[src/rtl/ddr_trk_pkg.sv]
package ddr_trk_pkg;

   typedef enum logic [2:0] {
      CMD_MRS = 3'b000,
      CMD_REF = 3'b001,
      CMD_PRE = 3'b010,
      CMD_ACT = 3'b011,
      CMD_WR  = 3'b100,
      CMD_RD  = 3'b101,
      CMD_RSV = 3'b110,
      CMD_NOP = 3'b111
   } cmd_e;

   typedef enum logic [1:0] {
      PD_NONE   = 2'd0,
      PD_PRECHG = 2'd1,
      PD_ACTIVE = 2'd2
   } pd_e;

   // burst length code is log2 of the length
   localparam logic [1:0] BLC_RESET = 2'd1;

   function automatic logic bl_code_legal(input logic [2:0] code);
      return (code == 3'd1) || (code == 3'd2) || (code == 3'd3);
   endfunction

endpackage

[src/rtl/ddr_trk_decode.sv]
module ddr_trk_decode
   import ddr_trk_pkg::*;
(
   input  logic cs_n,
   input  logic ras_n,
   input  logic cas_n,
   input  logic we_n,
   input  logic cke,
   output cmd_e cmd
);

   always_comb begin
      if (cs_n || !cke) cmd = CMD_NOP;
      else              cmd = cmd_e'({ras_n, cas_n, we_n});
   end

endmodule

[src/rtl/ddr_trk_bank.sv]
module ddr_trk_bank #(
   parameter int ROW_W = 12
) (
   input  logic             clk,
   input  logic             rst_n,
   input  logic             open_i,
   input  logic             close_i,
   input  logic [ROW_W-1:0] row_i,
   output logic             is_open,
   output logic [ROW_W-1:0] row_o
);

   always_ff @(posedge clk or negedge rst_n) begin
      if (!rst_n) begin
         is_open <= 1'b0;
         row_o   <= '0;
      end else if (close_i) begin
         is_open <= 1'b0;
      end else if (open_i) begin
         is_open <= 1'b1;
         row_o   <= row_i;
      end
   end

endmodule

[src/rtl/ddr_trk_burst.sv]
module ddr_trk_burst #(
   parameter int BA_W     = 2,
   parameter int MAX_HALF = 4,
   localparam int CNT_W   = $clog2(MAX_HALF + 1)
) (
   input  logic             clk,
   input  logic             rst_n,
   input  logic             start,
   input  logic             start_ap,
   input  logic [BA_W-1:0]  start_bank,
   input  logic [CNT_W-1:0] half_len,
   input  logic             cancel_ap,
   output logic             busy,
   output logic             ap_pend,
   output logic             ap_done,
   output logic [BA_W-1:0]  cur_bank
);

   logic [CNT_W-1:0] cnt;

   always_ff @(posedge clk or negedge rst_n) begin
      if (!rst_n) begin
         cnt      <= '0;
         ap_pend  <= 1'b0;
         cur_bank <= '0;
      end else if (start) begin
         cnt      <= half_len;
         ap_pend  <= start_ap;
         cur_bank <= start_bank;
      end else begin
         if (cnt != '0) cnt <= cnt - 1'b1;
         if (cancel_ap || cnt == CNT_W'(1)) ap_pend <= 1'b0;
      end
   end

   assign busy    = (cnt != '0);
   assign ap_done = ap_pend && (cnt == CNT_W'(1));

endmodule

[src/rtl/ddr_cmd_tracker.sv]
module ddr_cmd_tracker
   import ddr_trk_pkg::*;
#(
   parameter int NUM_BANKS = 4,
   parameter int ROW_W     = 12,
   parameter int AP_BIT    = 10,
   parameter int MAX_BL    = 8,
   localparam int BA_W     = $clog2(NUM_BANKS),
   localparam int MAX_HALF = MAX_BL / 2,
   localparam int CNT_W    = $clog2(MAX_HALF + 1)
) (
   input  logic                       clk,
   input  logic                       rst_n,
   input  logic                       cs_n,
   input  logic                       ras_n,
   input  logic                       cas_n,
   input  logic                       we_n,
   input  logic [BA_W-1:0]            ba,
   input  logic [ROW_W-1:0]           addr,
   input  logic                       cke,
   output logic [NUM_BANKS-1:0]       bank_open,
   output logic [NUM_BANKS*ROW_W-1:0] bank_row,
   output logic                       burst_busy,
   output logic [3:0]                 burst_len,
   output logic                       proto_err,
   output logic [1:0]                 pd_mode
);

   // elaboration-time parameter checks
   if (NUM_BANKS != (1 << BA_W)) begin : g_bad_banks
      $error("NUM_BANKS must be a power of two");
   end
   if (AP_BIT >= ROW_W || AP_BIT < 3) begin : g_bad_ap
      $error("AP_BIT must lie inside the address and above the mode code");
   end
   if (MAX_BL != 8) begin : g_bad_bl
      $error("MAX_BL must be 8 for the supported burst codes");
   end

   cmd_e                 cmd;
   logic [1:0]           bl_code;
   logic [CNT_W-1:0]     half_len;
   logic                 any_open, sel_open;
   logic                 b_busy, b_ap_pend, b_ap_done;
   logic [BA_W-1:0]      b_bank;
   logic                 rw_start, act_ok, cancel_ap;
   logic [NUM_BANKS-1:0] open_vec, close_vec, pre_mask;
   logic                 err_next;
   logic                 mrs_ok;

   ddr_trk_decode u_dec (
      .cs_n (cs_n),
      .ras_n(ras_n),
      .cas_n(cas_n),
      .we_n (we_n),
      .cke  (cke),
      .cmd  (cmd)
   );

   assign any_open = |bank_open;
   assign sel_open = bank_open[ba];
   assign half_len = CNT_W'((4'd1 << bl_code) >> 1);

   always_comb begin
      act_ok    = 1'b0;
      rw_start  = 1'b0;
      pre_mask  = '0;
      mrs_ok    = 1'b0;
      err_next  = 1'b0;
      case (cmd)
         CMD_ACT: begin
            if (sel_open) err_next = 1'b1;
            else          act_ok   = 1'b1;
         end
         CMD_RD, CMD_WR: begin
            if (!sel_open || b_ap_pend) err_next = 1'b1;
            else                        rw_start = 1'b1;
         end
         CMD_PRE: begin
            if (addr[AP_BIT]) pre_mask = '1;
            else              pre_mask[ba] = 1'b1;
         end
         CMD_REF: begin
            if (any_open) err_next = 1'b1;
         end
         CMD_MRS: begin
            if (any_open || !bl_code_legal(addr[2:0])) err_next = 1'b1;
            else                                       mrs_ok   = 1'b1;
         end
         default: ;
      endcase
      if (!cke && b_busy) err_next = 1'b1;
      cancel_ap = pre_mask[b_bank];
   end

   for (genvar gb = 0; gb < NUM_BANKS; gb++) begin : g_bank
      assign open_vec[gb]  = act_ok && (ba == BA_W'(gb));
      assign close_vec[gb] = pre_mask[gb] || (b_ap_done && (b_bank == BA_W'(gb)));

      ddr_trk_bank #(.ROW_W(ROW_W)) u_bank (
         .clk    (clk),
         .rst_n  (rst_n),
         .open_i (open_vec[gb]),
         .close_i(close_vec[gb]),
         .row_i  (addr),
         .is_open(bank_open[gb]),
         .row_o  (bank_row[gb*ROW_W +: ROW_W])
      );
   end

   ddr_trk_burst #(.BA_W(BA_W), .MAX_HALF(MAX_HALF)) u_burst (
      .clk       (clk),
      .rst_n     (rst_n),
      .start     (rw_start),
      .start_ap  (addr[AP_BIT]),
      .start_bank(ba),
      .half_len  (half_len),
      .cancel_ap (cancel_ap),
      .busy      (b_busy),
      .ap_pend   (b_ap_pend),
      .ap_done   (b_ap_done),
      .cur_bank  (b_bank)
   );

   always_ff @(posedge clk or negedge rst_n) begin
      if (!rst_n) begin
         bl_code   <= BLC_RESET;
         proto_err <= 1'b0;
         pd_mode   <= PD_NONE;
      end else begin
         if (mrs_ok) bl_code <= addr[1:0];
         proto_err <= err_next;
         if (cke)           pd_mode <= PD_NONE;
         else if (any_open) pd_mode <= PD_ACTIVE;
         else               pd_mode <= PD_PRECHG;
      end
   end

   assign burst_busy = b_busy;
   assign burst_len  = 4'd1 << bl_code;

endmodule

[config.mk]
export PLATFORM = sky130hd
export DESIGN_NAME = ddr_cmd_tracker
export DESIGN_NICKNAME = d
export VERILOG_FILES = /design/src/rtl/ddr_trk_pkg.sv /design/src/rtl/ddr_trk_decode.sv /design/src/rtl/ddr_trk_bank.sv /design/src/rtl/ddr_trk_burst.sv /design/src/rtl/ddr_cmd_tracker.sv
export SDC_FILE = /design/constraint.sdc
export NUM_CORES = 1
export LEC_CHECK = 0
export BUFFER_PORTS_ARGS = -buffer_cell sky130_fd_sc_hd__buf_2
export CAP_MARGIN = 25
export CORE_MARGIN = 5
export CORE_UTILIZATION = 41
export DETAILED_ROUTE_END_ITERATION = 16
export PLACE_DENSITY_LB_ADDON = 0.1
export SYNTH_ARGS = -nofsm -noshare
export SYNTH_HDL_FRONTEND = slang
export SYNTH_SLANG_ARGS = --single-unit
[constraint.sdc]
create_clock -name clk -period 5.8 [get_ports clk]
set_input_delay 0.87 -clock clk [delete_from_list [all_inputs] [get_ports clk]]
set_output_delay 0.87 -clock clk [all_outputs]
set_load 0.02 [all_outputs]
Word-level counts from Yosys, hierarchy flattened --
Index checks and enable logic that the tools add are counted.
Storage, ports and cells: output and inout bits 60, register bits 63, word-level logic and storage cells 113
Operators by class: magnitude comparators 3, bitwise operators 4, reduce and logical (&&, ||, !) cells 40, shift operators 1, add/subtract/negate cells 1, equal/unequal tests 15, muxes and demuxes 35
Operators with widths (count):
- $mux W1 | 24
- $eq A3 B2 Y1 const B | 4
- $reduce_bool A2 Y1 | 6
- $logic_and A1 B1 Y1 | 11
- $logic_or A1 B1 Y1 | 10
- $eq A3 B1 Y1 const B | 3
- $mux W3 | 3
- $eq A2 B2 Y1 const B | 4
- $mux W4 | 2
- $reduce_and A2 Y1 | 4
- $eq A3 B3 Y1 const B | 2
- $lt A2 B3 Y1 const B | 2
- $bmux W1 S2 | 2
- $eq A2 B1 Y1 const B | 2
- $logic_not A2 Y1 | 2
- $mux W2 | 2
- $not A1 Y1 | 4
- $pmux W1 S4 | 1
- $reduce_or A4 Y1 | 1
- $shl A1 B2 Y4 const A | 1
- $logic_not A1 Y1 | 3
- $logic_not A3 Y1 | 1
- $reduce_bool A3 Y1 | 1
- $sub A3 B1 Y3 const B | 1
- other kinds (3) | 3

Depth between registers and ports, before layout --
word-level depth 11, gate-level depth with buffers 7, depth with buffers taken out 6

Cells and area by module --
A second synthesis with hierarchy kept.
Unflattened totals: cells, all modules 209, area total of the unflattened synthesis 3017.9 um^2
By module, submodules not included:
- ddr_trk_bank | area each 539.3 um^2, cells each 29, instances 4
- ddr_cmd_tracker | area each 491.7 um^2, cells each 58, instances 1
- ddr_trk_burst | area each 342.8 um^2, cells each 32, instances 1
- ddr_trk_decode | area each 26.3 um^2, cells each 3, instances 1

Worst setup path before layout --
Ideal clock, no wire load.
path type input port to flip-flop, from in ba[0], to reg u_burst.cnt[0], stages on the path 5, arrival time 2.293 ns, slack 3.382 ns, cells stage by stage buf_2 > mux4_1 > nor2b_1 > nand3_1 > mux2_2
On the way: longest elaborated chain between the ends 7, elaborated cells between the ends (all ways) 8
Ends and longest elaborated chain:
- from (decl) | RTL line ddr_cmd_tracker.sv:18 | input logic [BA_W-1:0] ba,
- $bmux W1 S2 (*) | RTL line ddr_cmd_tracker.sv:61 | assign sel_open = bank_open[ba];
- $mux W1 (not written as such) (*) | RTL line ddr_cmd_tracker.sv:61
- $logic_not A1 Y1 (*) | RTL line ddr_cmd_tracker.sv:76 | if (!sel_open || b_ap_pend) err_next = 1'b1;
- $logic_or A1 B1 Y1 (*) | RTL line ddr_cmd_tracker.sv:76
- $mux W1 (*) | RTL line ddr_cmd_tracker.sv:76
- $mux W1 (*) | RTL line ddr_cmd_tracker.sv:70 | case (cmd)
- $mux W3 / $reduce_bool A2 Y1 (equally long branches)
- to (signal assigned) | RTL line ddr_trk_burst.sv:27 | cnt <= half_len;
- to (signal assigned) | RTL line ddr_trk_burst.sv:31 | if (cnt != '0) cnt <= cnt - 1'b1;
- to (decl) | RTL line ddr_trk_burst.sv:19 | logic [CNT_W-1:0] cnt;
Mark *: on every way between the ends. The rest lies on a longest branch, timed or not. The select of a mux whose other input is x is not followed. A chain may end at the register's enable or synchronous reset.

Worst setup path in the final report --
from in ba[1], to reg g_bank[0].u_bank.row_o[2]
On the way: longest elaborated chain between the ends 9, elaborated cells between the ends (all ways) 16
Ends and longest elaborated chain:
- $lt A2 B3 Y1 (not written as such) / $ge A2 B1 Y1 (equally long branches) | RTL line ddr_cmd_tracker.sv:81 | else pre_mask[ba] = 1'b1;
- $logic_and A1 B1 Y1 (not written as such) | RTL line ddr_cmd_tracker.sv:81
- $mux W1 (not written as such) | RTL line ddr_cmd_tracker.sv:81
- $demux W1 S2 | RTL line ddr_cmd_tracker.sv:81
- $mux W4 | RTL line ddr_cmd_tracker.sv:80 | if (addr[AP_BIT]) pre_mask = '1;
- $mux W4 | RTL line ddr_cmd_tracker.sv:70
- $logic_or A1 B1 Y1 | RTL line ddr_cmd_tracker.sv:98 | assign close_vec[gb] = pre_mask[gb] || (b_ap_done && (b_bank == BA_W'(gb)));
- $not A1 Y1 (no source line)
- $reduce_and A2 Y1 (no source line) (*)
- to (signal assigned) | RTL line ddr_trk_bank.sv:21 | row_o <= row_i;
- to (decl) | RTL line ddr_trk_bank.sv:10 | output logic [ROW_W-1:0] row_o
Marks and branches as above.

==> results by group <==
Clock tree
  • CTS H-tree lvls: 3
  • Hold Buf Count CTS: 0
  • PostCTS Resize Cnt: 0
  • Clock Latency Late Sink: 0.33 ns
  • CTS tree: yes
  • Clk buf depth: 2
  • CTS Root Cell: clkbuf_8
  • Postcts setup bufs: 0
  • Clock slew at reported path FFs: around 0.08 ns
  • TritonCTS buffer count: 9
  • Clk sink count: 63

Power and ir drop
  • Cell Pwr Density: roughly 370 mW/mm^2
  • Peak supply drop: 173 uV
  • LEAKAGE: around 1.8 nW

Critical path
  • R2r endpoint: g_bank[0].u_bank.row_o[2]$_DFFE_PN0P_
  • Depth of the worst register-to-register path: 6
  • Required time worst endpoint: 6.01 ns
  • Crit path DAT: 2.89 ns
  • Reg2reg setup slack: 3.49 ns
  • Crit-path cells: buf_2, mux2i_1, nand4_1, nor4_4, mux2_2
  • Critical Path Sink Type: flop
  • CP max FO: 12
  • Startpoint Class: primary input
  • Slowest stage delay, CP: 0.87 ns
  • Critical path class: primary input to flop
  • Origin of the critical flop-to-flop path: u_burst.cnt[1]$_DFFE_PN0P_
  • Slowest-stage cell, CP: nor4_4

Yosys
  • Flops & latches, synth: 63
  • Synth Area per Inst: between 10 and 15 um^2
  • YS warnings: 0
  • Post-Syn Area: 0.00281 mm^2
  • Syn nets: 230
  • Sequential fraction of the synthesis area: 56.2%
  • Synth unique cells: 37
  • Post-Synthesis Cells: 206

Cells and area
  • Commonest non-fill, non-tap cell in the layout: buf_2
  • Fillers: 595
  • Layout cells sized above 1: 56.3%
  • Most frequent cells in the layout: buf_2 (80), dfrtp_1 (62), mux2_2 (56), nor2_1 (10), clkbuf_8 (9)
  • Layout net count: about 310
  • Layout overhead on the synthesized area: 25.2%
  • Antenna diodes: 0
  • Area of the multi-input gates: ~0.0012 mm^2
  • Sequential Area: approximately 0.0016 mm^2
  • Final Non-Filler Cells: roughly 380

Timing
  • Least-Margin Pin Slew: 0.972 ns
  • Slew margin rel.: 34.7%
  • Setup TNS: 0 ns
  • Pins over their slew limit: 0
  • Tmin final: 2.69 ns
  • Final setup violation count: 0
  • Tcrit/Tclk final: between 40% and 50%
  • Highest clock rate: 372 MHz
  • Clock skew: 0.00987 ns
  • Final hold vios: 0
  • RSZ-0062 raised after global routing: no

Global route
  • Antenna violations before repair: 0
  • Vias in the first global route: between 1500 and 2000
  • Gr ovfl total: 0
  • Tot GR Track Use: 15.6%
  • Largest net degree at the start of global routing: 64
  • First-pass GRT wire length: 10300 um

Routing
  • Final ANT Viol Nets: 0
  • Avg Vias per Cell: 5.07
  • Vias: 1901
  • Drt first pass iters: 4
  • DRC: 0
  • Drt total wl: 6250 um
  • Drt initial violations: 50
  • Routed len/inst: 16.7 um

Place
  • IO Port Bufs: 80
  • Final Wtd Congestion: 0.773
  • Dpl hpwl: 4330 um
  • Placed cells: 357

Die
  • Die H: 92.7 um
  • Die Footprint: 0.00860 mm^2
  • Width of the chip: roughly 93 um
  • Core area: approximately 0.0067 mm^2
  • Cell Rows: 30
  • Initial core utilization: 41.8%
  • I/O pin count: 81

Min path
  • Hold Path Class: flop to flop
  • Hold endpoint: g_bank[3].u_bank.row_o[0]$_DFFE_PN0P_
  • Hold Path Cell Cnt: 1
  • HP Start: g_bank[3].u_bank.row_o[0]$_DFFE_PN0P_

Run status
  • Status: finished, final reports clean

Flow run
  • Max-Cap Viols: 0
-- power breakdown --
group          leakage (nW)  total [W]  internal, W  switching (W)
clock network         0.110   0.000419     0.000243       0.000176
registers             0.827   0.000560     0.000514      0.0000460
logic                 0.870   0.000332     0.000146       0.000186
total                  1.81    0.00131     0.000902       0.000408
-- logic make-up (layout without fill, tap and decap cells) --
family,count (synthesis),after routing,share of synthesized area [%]
AOI/OAI and AO/OA,16,16,3.26
xor gates and xnor gates,3,3,0.937
adders and majority gates,3,3,1.34
buffers and inverters,16,105,3.30
DFF,63,63,56.2
muxes,59,59,24.1
and+or+nand+nor,46,46,10.8
-- worst max-delay path by stage --
stage	slack (ns)	endpoint	from	depth (start not counted)
2_1_floorplan	3.38	u_burst.cnt[0]$_DFFE_PN0P_	ba[0]	5
3_3_place_gp	2.70	g_bank[2].u_bank.row_o[4]$_DFFE_PN0P_	ba[1]	5
3_5_place_dp	2.66	g_bank[2].u_bank.row_o[8]$_DFFE_PN0P_	ba[1]	5
4_1_cts	3.04	g_bank[2].u_bank.row_o[1]$_DFFE_PN0P_	ba[1]	5
5_1_grt	3.00	g_bank[0].u_bank.row_o[0]$_DFFE_PN0P_	ba[1]	5
6_report	3.11	g_bank[0].u_bank.row_o[2]$_DFFE_PN0P_	ba[1]	5
-- cell usage after synthesis, drive strengths merged --
library cell  count  area (um^2)
nor3              3         15.0
o21ai             5         25.0
and3              1         6.26
mux2i             2         20.0
inv               5         18.8
o221ai            1         8.76
dfrtp            62         1550
nor2             10         37.5
a21oi             8         40.0
buf              10         70.1
clkbuf            1         3.75
nand4             2         12.5
mux4              1         26.3
nor3b             2         20.0
nand2b            4         25.0
o32ai             1         8.76
o22a              1         8.76
and2              3         18.8
and3b             3         26.3
nor4              2         33.8
mux2             56          631
nand2             2         7.51
nor2b             4         25.0
or3b              1         8.76
ha                3         37.5
or4               2         18.8
xnor2             3         26.3
nand3b            1         7.51
or3               4         30.0
dfstp             1         26.3
nand3             2         10.0
-- metal layers --
| metal | vias up | track usage [%] | routed length, um |
|---|---|---|---|
| li1 | 906 | - | - |
| met3 | 7 | 5.69 | 376 |
| met4 | 0 | 4.40 | 73 |
| met1 | 943 | 20.3 | 2760 |
| met5 | - | 0 | 0 |
| met2 | 45 | 24.5 | 3040 |
-- area by class of cell --
cell class                      count  area share, %
Clock buffer                        9           3.53
Clock inverter                      7           2.71
Inverter                            5          0.534
Multi-Input combinational cell    127           33.0
Sequential cell                    63           44.9
Tap cell                           80           2.85
Timing Repair Buffer               84           12.5
-- sequential cells by signal (all words and copies together), names as in the netlist --
register / flops
pd_mode: 2
u_burst.cur_bank: 2
g_bank.u_bank.row_o: 48
proto_err: 1
g_bank.u_bank.is_open: 4
bl_code: 2
u_burst.cnt: 3
u_burst.ap_pend: 1
-- stage by stage --
step | setup WS (ns) | total power [W] | area, um^2 | hold WS (ns) | utilization, %
global placement | 2.70 | 0.000902 | 3270 | 0.485 | 48.7
finish | 3.11 | 0.00131 | 3510 | 0.503 | 52.3
floorplan | 3.38 | 0.000792 | 2810 | 0.528 | -
global route | 3.00 | 0.00139 | 3510 | 0.522 | 52.3
detailed placement | 2.66 | 0.000906 | 3270 | 0.490 | 48.7
CTS | 3.04 | 0.00133 | 3490 | 0.508 | 51.9
-- critical path: cells and delay by family --
kind	cells	cell delay [ns]
buffers and inverters	1	0.25
muxes	2	0.66
and+or+nand+nor	2	1.12
Note: power is estimated with default switching activity, not from simulation.
